==> src/rtl/acr_pkg.sv <==
// Shared types for the adaptive clock recovery point generator.
package acr_pkg;
    localparam int CNT_W_DEF = 32;

    // Reference circuit selection encoding.
    typedef enum logic {
        REF_A = 1'b0,
        REF_B = 1'b1
    } ref_src_e;

    // One timing sample: cell count paired with local clock stamp.
    typedef struct packed {
        logic [CNT_W_DEF-1:0] cells;
        logic [CNT_W_DEF-1:0] stamp;
    } point_rec_t;
endpackage

==> src/rtl/acr_cell_counter.sv <==
// Selects one reference circuit and accumulates its counted cells.
// Assumes pulses are single-cycle and synchronous to clk.
module acr_cell_counter #(
    parameter int CNT_W = 32
) (
    input  logic             clk,
    input  logic             rst_n,
    input  acr_pkg::ref_src_e sel,
    input  logic             a_valid,
    input  logic             a_lost,
    input  logic             b_valid,
    input  logic             b_lost,
    output logic [1:0]       inc,
    output logic [CNT_W-1:0] count_next,
    output logic [CNT_W-1:0] count_q
);
    logic sel_valid;
    logic sel_lost;

    // Route the chosen circuit and form the per-cycle step (0, 1 or 2).
    always_comb begin
        if (sel == acr_pkg::REF_B) begin
            sel_valid = b_valid;
            sel_lost  = b_lost;
        end else begin
            sel_valid = a_valid;
            sel_lost  = a_lost;
        end
        inc        = {1'b0, sel_valid} + {1'b0, sel_lost};
        count_next = count_q + CNT_W'(inc);
    end

    // Hold the running cell count.
    always_ff @(posedge clk) begin
        if (!rst_n) count_q <= '0;
        else        count_q <= count_next;
    end
endmodule

==> src/rtl/acr_point_decim.sv <==
// Keeps one point per programmed number of counted cells.
// Assumes keep_every is constant between resets; 0 acts as 1.
module acr_point_decim #(
    parameter int DIV_W = 16
) (
    input  logic             clk,
    input  logic             rst_n,
    input  logic [1:0]       inc,
    input  logic [DIV_W-1:0] keep_every,
    output logic             fire
);
    logic [DIV_W-1:0] phase_q;
    logic [DIV_W:0]   sum;
    logic [DIV_W:0]   thresh;

    // Decide whether this cycle's cells complete a decimation window.
    always_comb begin
        sum    = {1'b0, phase_q} + (DIV_W+1)'(inc);
        thresh = (keep_every == '0) ? (DIV_W+1)'(1) : {1'b0, keep_every};
        fire   = (inc != 2'd0) && (sum >= thresh);
    end

    // Track cells since the last kept point; restart at zero on a point.
    always_ff @(posedge clk) begin
        if (!rst_n)    phase_q <= '0;
        else if (fire) phase_q <= '0;
        else           phase_q <= sum[DIV_W-1:0];
    end
endmodule

==> src/rtl/acr_point_port.sv <==
// Single-entry holding register toward memory with valid/ready.
// A point arriving while one is pending and not accepted is dropped
// and reported through a sticky overflow flag.
module acr_point_port (
    input  logic                clk,
    input  logic                rst_n,
    input  logic                load,
    input  acr_pkg::point_rec_t rec_in,
    input  logic                ready,
    output logic                valid,
    output acr_pkg::point_rec_t rec_q,
    output logic                overflow
);
    logic blocked;

    // A pending record that is not taken this cycle blocks a new load.
    always_comb blocked = valid && !ready;

    // Manage the pending flag and record contents.
    always_ff @(posedge clk) begin
        if (!rst_n) begin
            valid <= 1'b0;
            rec_q <= '0;
        end else if (load && !blocked) begin
            valid <= 1'b1;
            rec_q <= rec_in;
        end else if (ready) begin
            valid <= 1'b0;
        end
    end

    // Latch the overflow condition until reset.
    always_ff @(posedge clk) begin
        if (!rst_n)                overflow <= 1'b0;
        else if (load && blocked)  overflow <= 1'b1;
    end
endmodule

==> src/rtl/acr_timeout.sv <==
// Counts clock cycles without a counted cell and raises a sticky flag
// when the programmed limit is reached. A limit of 0 disables it.
module acr_timeout #(
    parameter int TMO_W = 24
) (
    input  logic             clk,
    input  logic             rst_n,
    input  logic             cell_seen,
    input  logic [TMO_W-1:0] limit,
    output logic             expired
);
    logic [TMO_W-1:0] idle_q;
    logic [TMO_W:0]   idle_inc;
    logic             reach;

    // Compare the next idle count with the limit.
    always_comb begin
        idle_inc = {1'b0, idle_q} + (TMO_W+1)'(1);
        reach    = (limit != '0) && !cell_seen && (idle_inc >= {1'b0, limit});
    end

    // Idle cycle counter: restarts on a cell, saturates at the limit.
    always_ff @(posedge clk) begin
        if (!rst_n)                         idle_q <= '0;
        else if (cell_seen)                 idle_q <= '0;
        else if (limit != '0 && !reach)     idle_q <= idle_inc[TMO_W-1:0];
    end

    // Sticky expiry flag.
    always_ff @(posedge clk) begin
        if (!rst_n)     expired <= 1'b0;
        else if (reach) expired <= 1'b1;
    end
endmodule

==> src/rtl/acr_point_gen.sv <==
// Adaptive clock recovery point generator top level.
// Counts cells on the selected reference, decimates them into points
// stamped with a free-running local clock count, hands points to memory
// through valid/ready, and watches for stalled arrivals.
module acr_point_gen #(
    parameter int CNT_W = acr_pkg::CNT_W_DEF,
    parameter int DIV_W = 16,
    parameter int TMO_W = 24
) (
    input  logic             clk,
    input  logic             rst_n,
    input  logic             ref_sel,
    input  logic             vca_valid,
    input  logic             vca_lost,
    input  logic             vcb_valid,
    input  logic             vcb_lost,
    input  logic [DIV_W-1:0] keep_every,
    input  logic [TMO_W-1:0] timeout_limit,
    input  logic             pt_ready,
    output logic             pt_valid,
    output logic [CNT_W-1:0] pt_cell_count,
    output logic [CNT_W-1:0] pt_mclk_count,
    output logic [CNT_W-1:0] cell_count,
    output logic             overflow,
    output logic             timeout_flag
);
    logic [1:0]          inc;
    logic [CNT_W-1:0]    count_next;
    logic [CNT_W-1:0]    mclk_q;
    logic                fire;
    acr_pkg::point_rec_t rec_in;
    acr_pkg::point_rec_t rec_q;

    // Free-running local master clock counter.
    always_ff @(posedge clk) begin
        if (!rst_n) mclk_q <= '0;
        else        mclk_q <= mclk_q + CNT_W'(1);
    end

    acr_cell_counter #(.CNT_W(CNT_W)) u_count (
        .clk        (clk),
        .rst_n      (rst_n),
        .sel        (acr_pkg::ref_src_e'(ref_sel)),
        .a_valid    (vca_valid),
        .a_lost     (vca_lost),
        .b_valid    (vcb_valid),
        .b_lost     (vcb_lost),
        .inc        (inc),
        .count_next (count_next),
        .count_q    (cell_count)
    );

    acr_point_decim #(.DIV_W(DIV_W)) u_decim (
        .clk        (clk),
        .rst_n      (rst_n),
        .inc        (inc),
        .keep_every (keep_every),
        .fire       (fire)
    );

    // Assemble the candidate record from the updated count and stamp.
    always_comb begin
        rec_in.cells = count_next;
        rec_in.stamp = mclk_q;
    end

    acr_point_port u_port (
        .clk      (clk),
        .rst_n    (rst_n),
        .load     (fire),
        .rec_in   (rec_in),
        .ready    (pt_ready),
        .valid    (pt_valid),
        .rec_q    (rec_q),
        .overflow (overflow)
    );

    // Present the pending record on the ports.
    always_comb begin
        pt_cell_count = rec_q.cells;
        pt_mclk_count = rec_q.stamp;
    end

    acr_timeout #(.TMO_W(TMO_W)) u_tmo (
        .clk       (clk),
        .rst_n     (rst_n),
        .cell_seen (inc != 2'd0),
        .limit     (timeout_limit),
        .expired   (timeout_flag)
    );
endmodule

==> config.mk <==
export PLATFORM = sky130hd
export DESIGN_NAME = acr_point_gen
export DESIGN_NICKNAME = d
export VERILOG_FILES = /design/src/rtl/acr_pkg.sv /design/src/rtl/acr_cell_counter.sv /design/src/rtl/acr_point_decim.sv /design/src/rtl/acr_point_port.sv /design/src/rtl/acr_timeout.sv /design/src/rtl/acr_point_gen.sv
export SDC_FILE = /design/constraint.sdc
export NUM_CORES = 1
export LEC_CHECK = 0
export ABC_AREA = 1
export CORE_MARGIN = 2
export CORE_UTILIZATION = 39
export CTS_CLUSTER_SIZE = 14
export DETAILED_ROUTE_END_ITERATION = 12
export SYNTH_ARGS = -nofsm -noshare
export SYNTH_HDL_FRONTEND = slang
export SYNTH_HIERARCHICAL = 1
export SYNTH_SLANG_ARGS = --single-unit
==> constraint.sdc <==
create_clock -name clk -period 5.2 [get_ports clk]
set_input_delay 0.78 -clock clk [delete_from_list [all_inputs] [get_ports clk]]
set_output_delay 0.78 -clock clk [all_outputs]
set_load 0.03 [all_outputs]
==> impl_results.md <==
- Remaining routing DRC violations: 0
- Ys flop type: dfxtp_1
- Die span in y: ~170 um
- Unrepaired setup endpoints after global routing: false
- Post-cts resize count: 0
- Post-layout min period: 4.52 ns
- Share of layout cells above drive strength 1: about 6.9%
- Reg clk slew, reported paths: 0.07 ns
- Num CTS Buffers: 17
- Post-CTS Setup Inserts: 0
- Max Clock Skew: between 0.01 and 0.015 ns
- Critical path launch point type: input port
- Peak Freq: 0.221 GHz
- Critical Path Sink Type: flip-flop
- Die area: about 28000 sq um
- Cell Count, Final, Fillers Out: approximately 2100
- Peak supply drop: 167 uV
- Tot GR Track Use: between 10% and 20%
- Cts hold-fix bufs: 0
- CTS sink count: ~170
- Fin. Hold Viols: 0
- CP max FO: 58
- Row Count: roughly 60
- P&R area growth vs syn: 21.8%
- Post-DRT Antenna Nets: 0
- Area contributors post-synth: dfxtp_1 (33%), nand2_1 (13%), inv_1 (9.4%)
- Register area share after synthesis: 32.7%
- Mapped cell area: approximately 10000 sq um
- Synth Instances: 1602
- WL per Instance: between 10 and 15 um
- GPL Wtd Cong: approximately 0.9
- Post-Syn Nets: about 1700
- Total power: around 2.9 mW
- Remaining global-route overflow: 0
- Iter 0 DRT Violations: between 500 and 600
- Synth cell types: between 40 and 50
- Yosys top cell area share: approximately 33%
- Num ports: 147
- Nets: about 1800
- EDFF count, synth: 0
- Die X-Extent: between 150 and 200 um
- Detailed-route via count: 9654
- Slew @ Worst Pin: a little over 1 ns
- Number of global-route vias before repair: roughly 9000
- Max_cap viols: 0
- Starting density of the core: 39.9%
- Worst Path Class, Setup: input port to flip-flop
- Setup Viol. Count Final: 0
- N_diodes: 0
- Clk_lat worst skew: around 0.43 ns
- R2r endpoint: u_tmo/idle_q[4]$_SDFFE_PP0P_
- Cells after DPL: between 2000 and 2500
- Worst R2R Path Depth: 22
- Crit. Startpoint: ref_sel
- End of the critical path: u_port/rec_q[8]$_SDFFE_PN0P_
- DRT Wirelength: 26.8 mm
- Status: complete, no violations
- 1st-pass router iterations: 5
- DP HPWL: 20.4 mm
- Ys async rst share: 0%
- Cell area power density: between 200 and 250 nW/um^2
- FF+latch count, synth: 171
- Ys Warns: 6
- Reg2Reg Launch Point: u_tmo/idle_q[0]$_SDFFE_PP0P_
- Post-Syn Area per Cell: around 6.5 sq um
- Port bufs: 146
- CTS tree: built
- CTS root buffer: clkbuf_16
- Final setup TNS: 0 ns
- Worst reg-to-reg setup slack: between 1.5 and 2 ns
- Clock tree buffer depth: 2
- Req. time, crit path: approximately 5.5 ns
- Slew margin rel.: 30.7%
- Fin crit share: 86.9%
- Largest area contributor in the netlist: dfxtp_1
- Initial antenna violation count: 0
- Post-DP Area: 12100 sq um
- Worst EP arrival: 4.84 ns
- First-pass GRT wire length: ~45 mm
- Fin. max-slew vios: 0
- Core area: about 26000 sq um
- Largest net degree at the start of global routing: around 100
- Post-route cell area: between 10000 and 15000 sq um
- Vias per cell: ~4.7
- Htree depth: 4
- Leakage Power: 5.49 nW
- Hold Path Class: flip-flop to flip-flop
==> how the worst min path moves through the flow <==
stage | startpoint | endpoint | cells after the start
finish | u_port/overflow$_SDFFE_PN0P_ | u_port/overflow$_SDFFE_PN0P_ | 2
global route | u_port/overflow$_SDFFE_PN0P_ | u_port/overflow$_SDFFE_PN0P_ | 2
CTS | u_port/overflow$_SDFFE_PN0P_ | u_port/overflow$_SDFFE_PN0P_ | 2
detailed placement | u_port/overflow$_SDFFE_PN0P_ | u_port/overflow$_SDFFE_PN0P_ | 2
global placement | u_port/overflow$_SDFFE_PN0P_ | u_port/overflow$_SDFFE_PN0P_ | 2
floorplan | mclk_q[0]$_SDFF_PN0_ | mclk_q[0]$_SDFF_PN0_ | 1
==> state kept, by name (all words and copies together) (netlist names) <==
register and count:
u_count/count_q 32, u_port/valid 1, u_port/rec_q 64, mclk_q 32
u_tmo/idle_q 24, u_decim/phase_q 16, u_port/overflow 1, u_tmo/expired 1
==> cells in the mapped netlist (16+ instances only) <==
cell     count
nand2_1    373
inv_1      261
nor2_1     259
dfxtp_1    171
a21oi_1    127
nand3_1    121
ha_1        47
xor2_1      34
nor2_4      22
buf_2       21
nand2_2     18
o21ai_0     16
==> worst max-delay path: stages <==
cell             delay, ns
clkdlybuf4s50_1       0.49
mux2_2                0.34
ha_1                  0.34
ha_1                  0.20
fa_1                  0.22
nand2_1               0.10
nor2_4                0.15
nand2_4               0.08
nor3_2                0.20
nand3_1               0.13
xor2_1                0.18
inv_1                 0.06
ha_1                  0.29
nand2_1               0.08
nor2_1                0.11
nand2_1               0.06
nor2_1                0.10
nand2_1               0.07
nand3_2               0.07
nand2_2               0.09
inv_4                 0.15
buf_12                0.25
nand3_1               0.11
nand2_1               0.11
nor2_1                0.04
==> stage by stage <==
stage	hold slack, ns	setup WS (ns)	utilization (%)
3_3_place_gp	0.441	0.283	46.3
3_5_place_dp	0.449	0.229	46.3
4_1_cts	0.460	0.666	48.6
6_report	0.458	0.681	48.6
5_1_grt	0.485	0.307	48.6
2_1_floorplan	0.430	0.959	-
==> per-layer routing <==
layer,vias to the layer above,part of all wire (%),track usage [%]
met3,27,4.4,3.33
met4,0,1.8,6.24
met2,178,46,32.6
met1,4247,48,25.3
met5,-,0,0
li1,5202,-,-
==> placed cells by master, fill, tap and decap left out, types with 3 or more instances in the layout <==
| master | netlist | final |
|---|---|---|
| nor2_1 | 259 | 258 |
| nor2_4 | 22 | 22 |
| nor3_1 | 13 | 13 |
| nor2_2 | 14 | 15 |
| nand4_1 | 14 | 14 |
| nand3_1 | 121 | 121 |
| xnor2_1 | 5 | 5 |
| a21oi_1 | 127 | 127 |
| clkbuf_16 | 0 | 17 |
| inv_8 | 0 | 3 |
| o21ai_0 | 16 | 16 |
| inv_1 | 261 | 260 |
| xor2_1 | 34 | 34 |
| buf_4 | 9 | 6 |
| inv_6 | 0 | 4 |
| buf_12 | 1 | 3 |
| bufinv_16 | 0 | 3 |
| ha_1 | 47 | 47 |
| nand2_2 | 18 | 18 |
| nor4_1 | 7 | 7 |
| dfxtp_1 | 171 | 171 |
| inv_2 | 3 | 3 |
| nand2_1 | 373 | 372 |
| nand3_2 | 4 | 4 |
| and2_1 | 6 | 6 |
| a21o_1 | 3 | 3 |
| nand2_4 | 7 | 8 |
| clkdlybuf4s50_1 | 0 | 145 |
| nand3b_1 | 5 | 5 |
==> final cells by class <==
| type | instances | area (sq um) |
|---|---|---|
| repair buffers | 154 | 1560 |
| inverters | 264 | 993 |
| fillers | 2754 | 13500 |
| flip-flops and latches | 171 | 3420 |
| multi-input cells | 1118 | 5730 |
| well taps | 335 | 419 |
| clock buffers | 17 | 425 |
| clock inverters | 14 | 185 |
==> power by group <==
group | leakage, nW | total [mW] | internal [mW] | switching, mW
clock network | 0.300 | 1.34 | 0.769 | 0.576
logic | 3.81 | 0.235 | 0.101 | 0.134
registers | 1.38 | 1.34 | 1.32 | 0.0130
==> cell families after synthesis <==
kind of cell | Yosys count | share of synthesized area [%]
DFF | 171 | 32.7
adders and majority gates | 49 | 6.01
xor gates and xnor gates | 40 | 3.42
AOI/OAI and AO/OA | 153 | 7.54
and+or+nand+nor | 874 | 37.5
buffers and inverters | 313 | 12.5
muxes | 2 | 0.215
No activity file was read; power rests on OpenSTA's default activity.
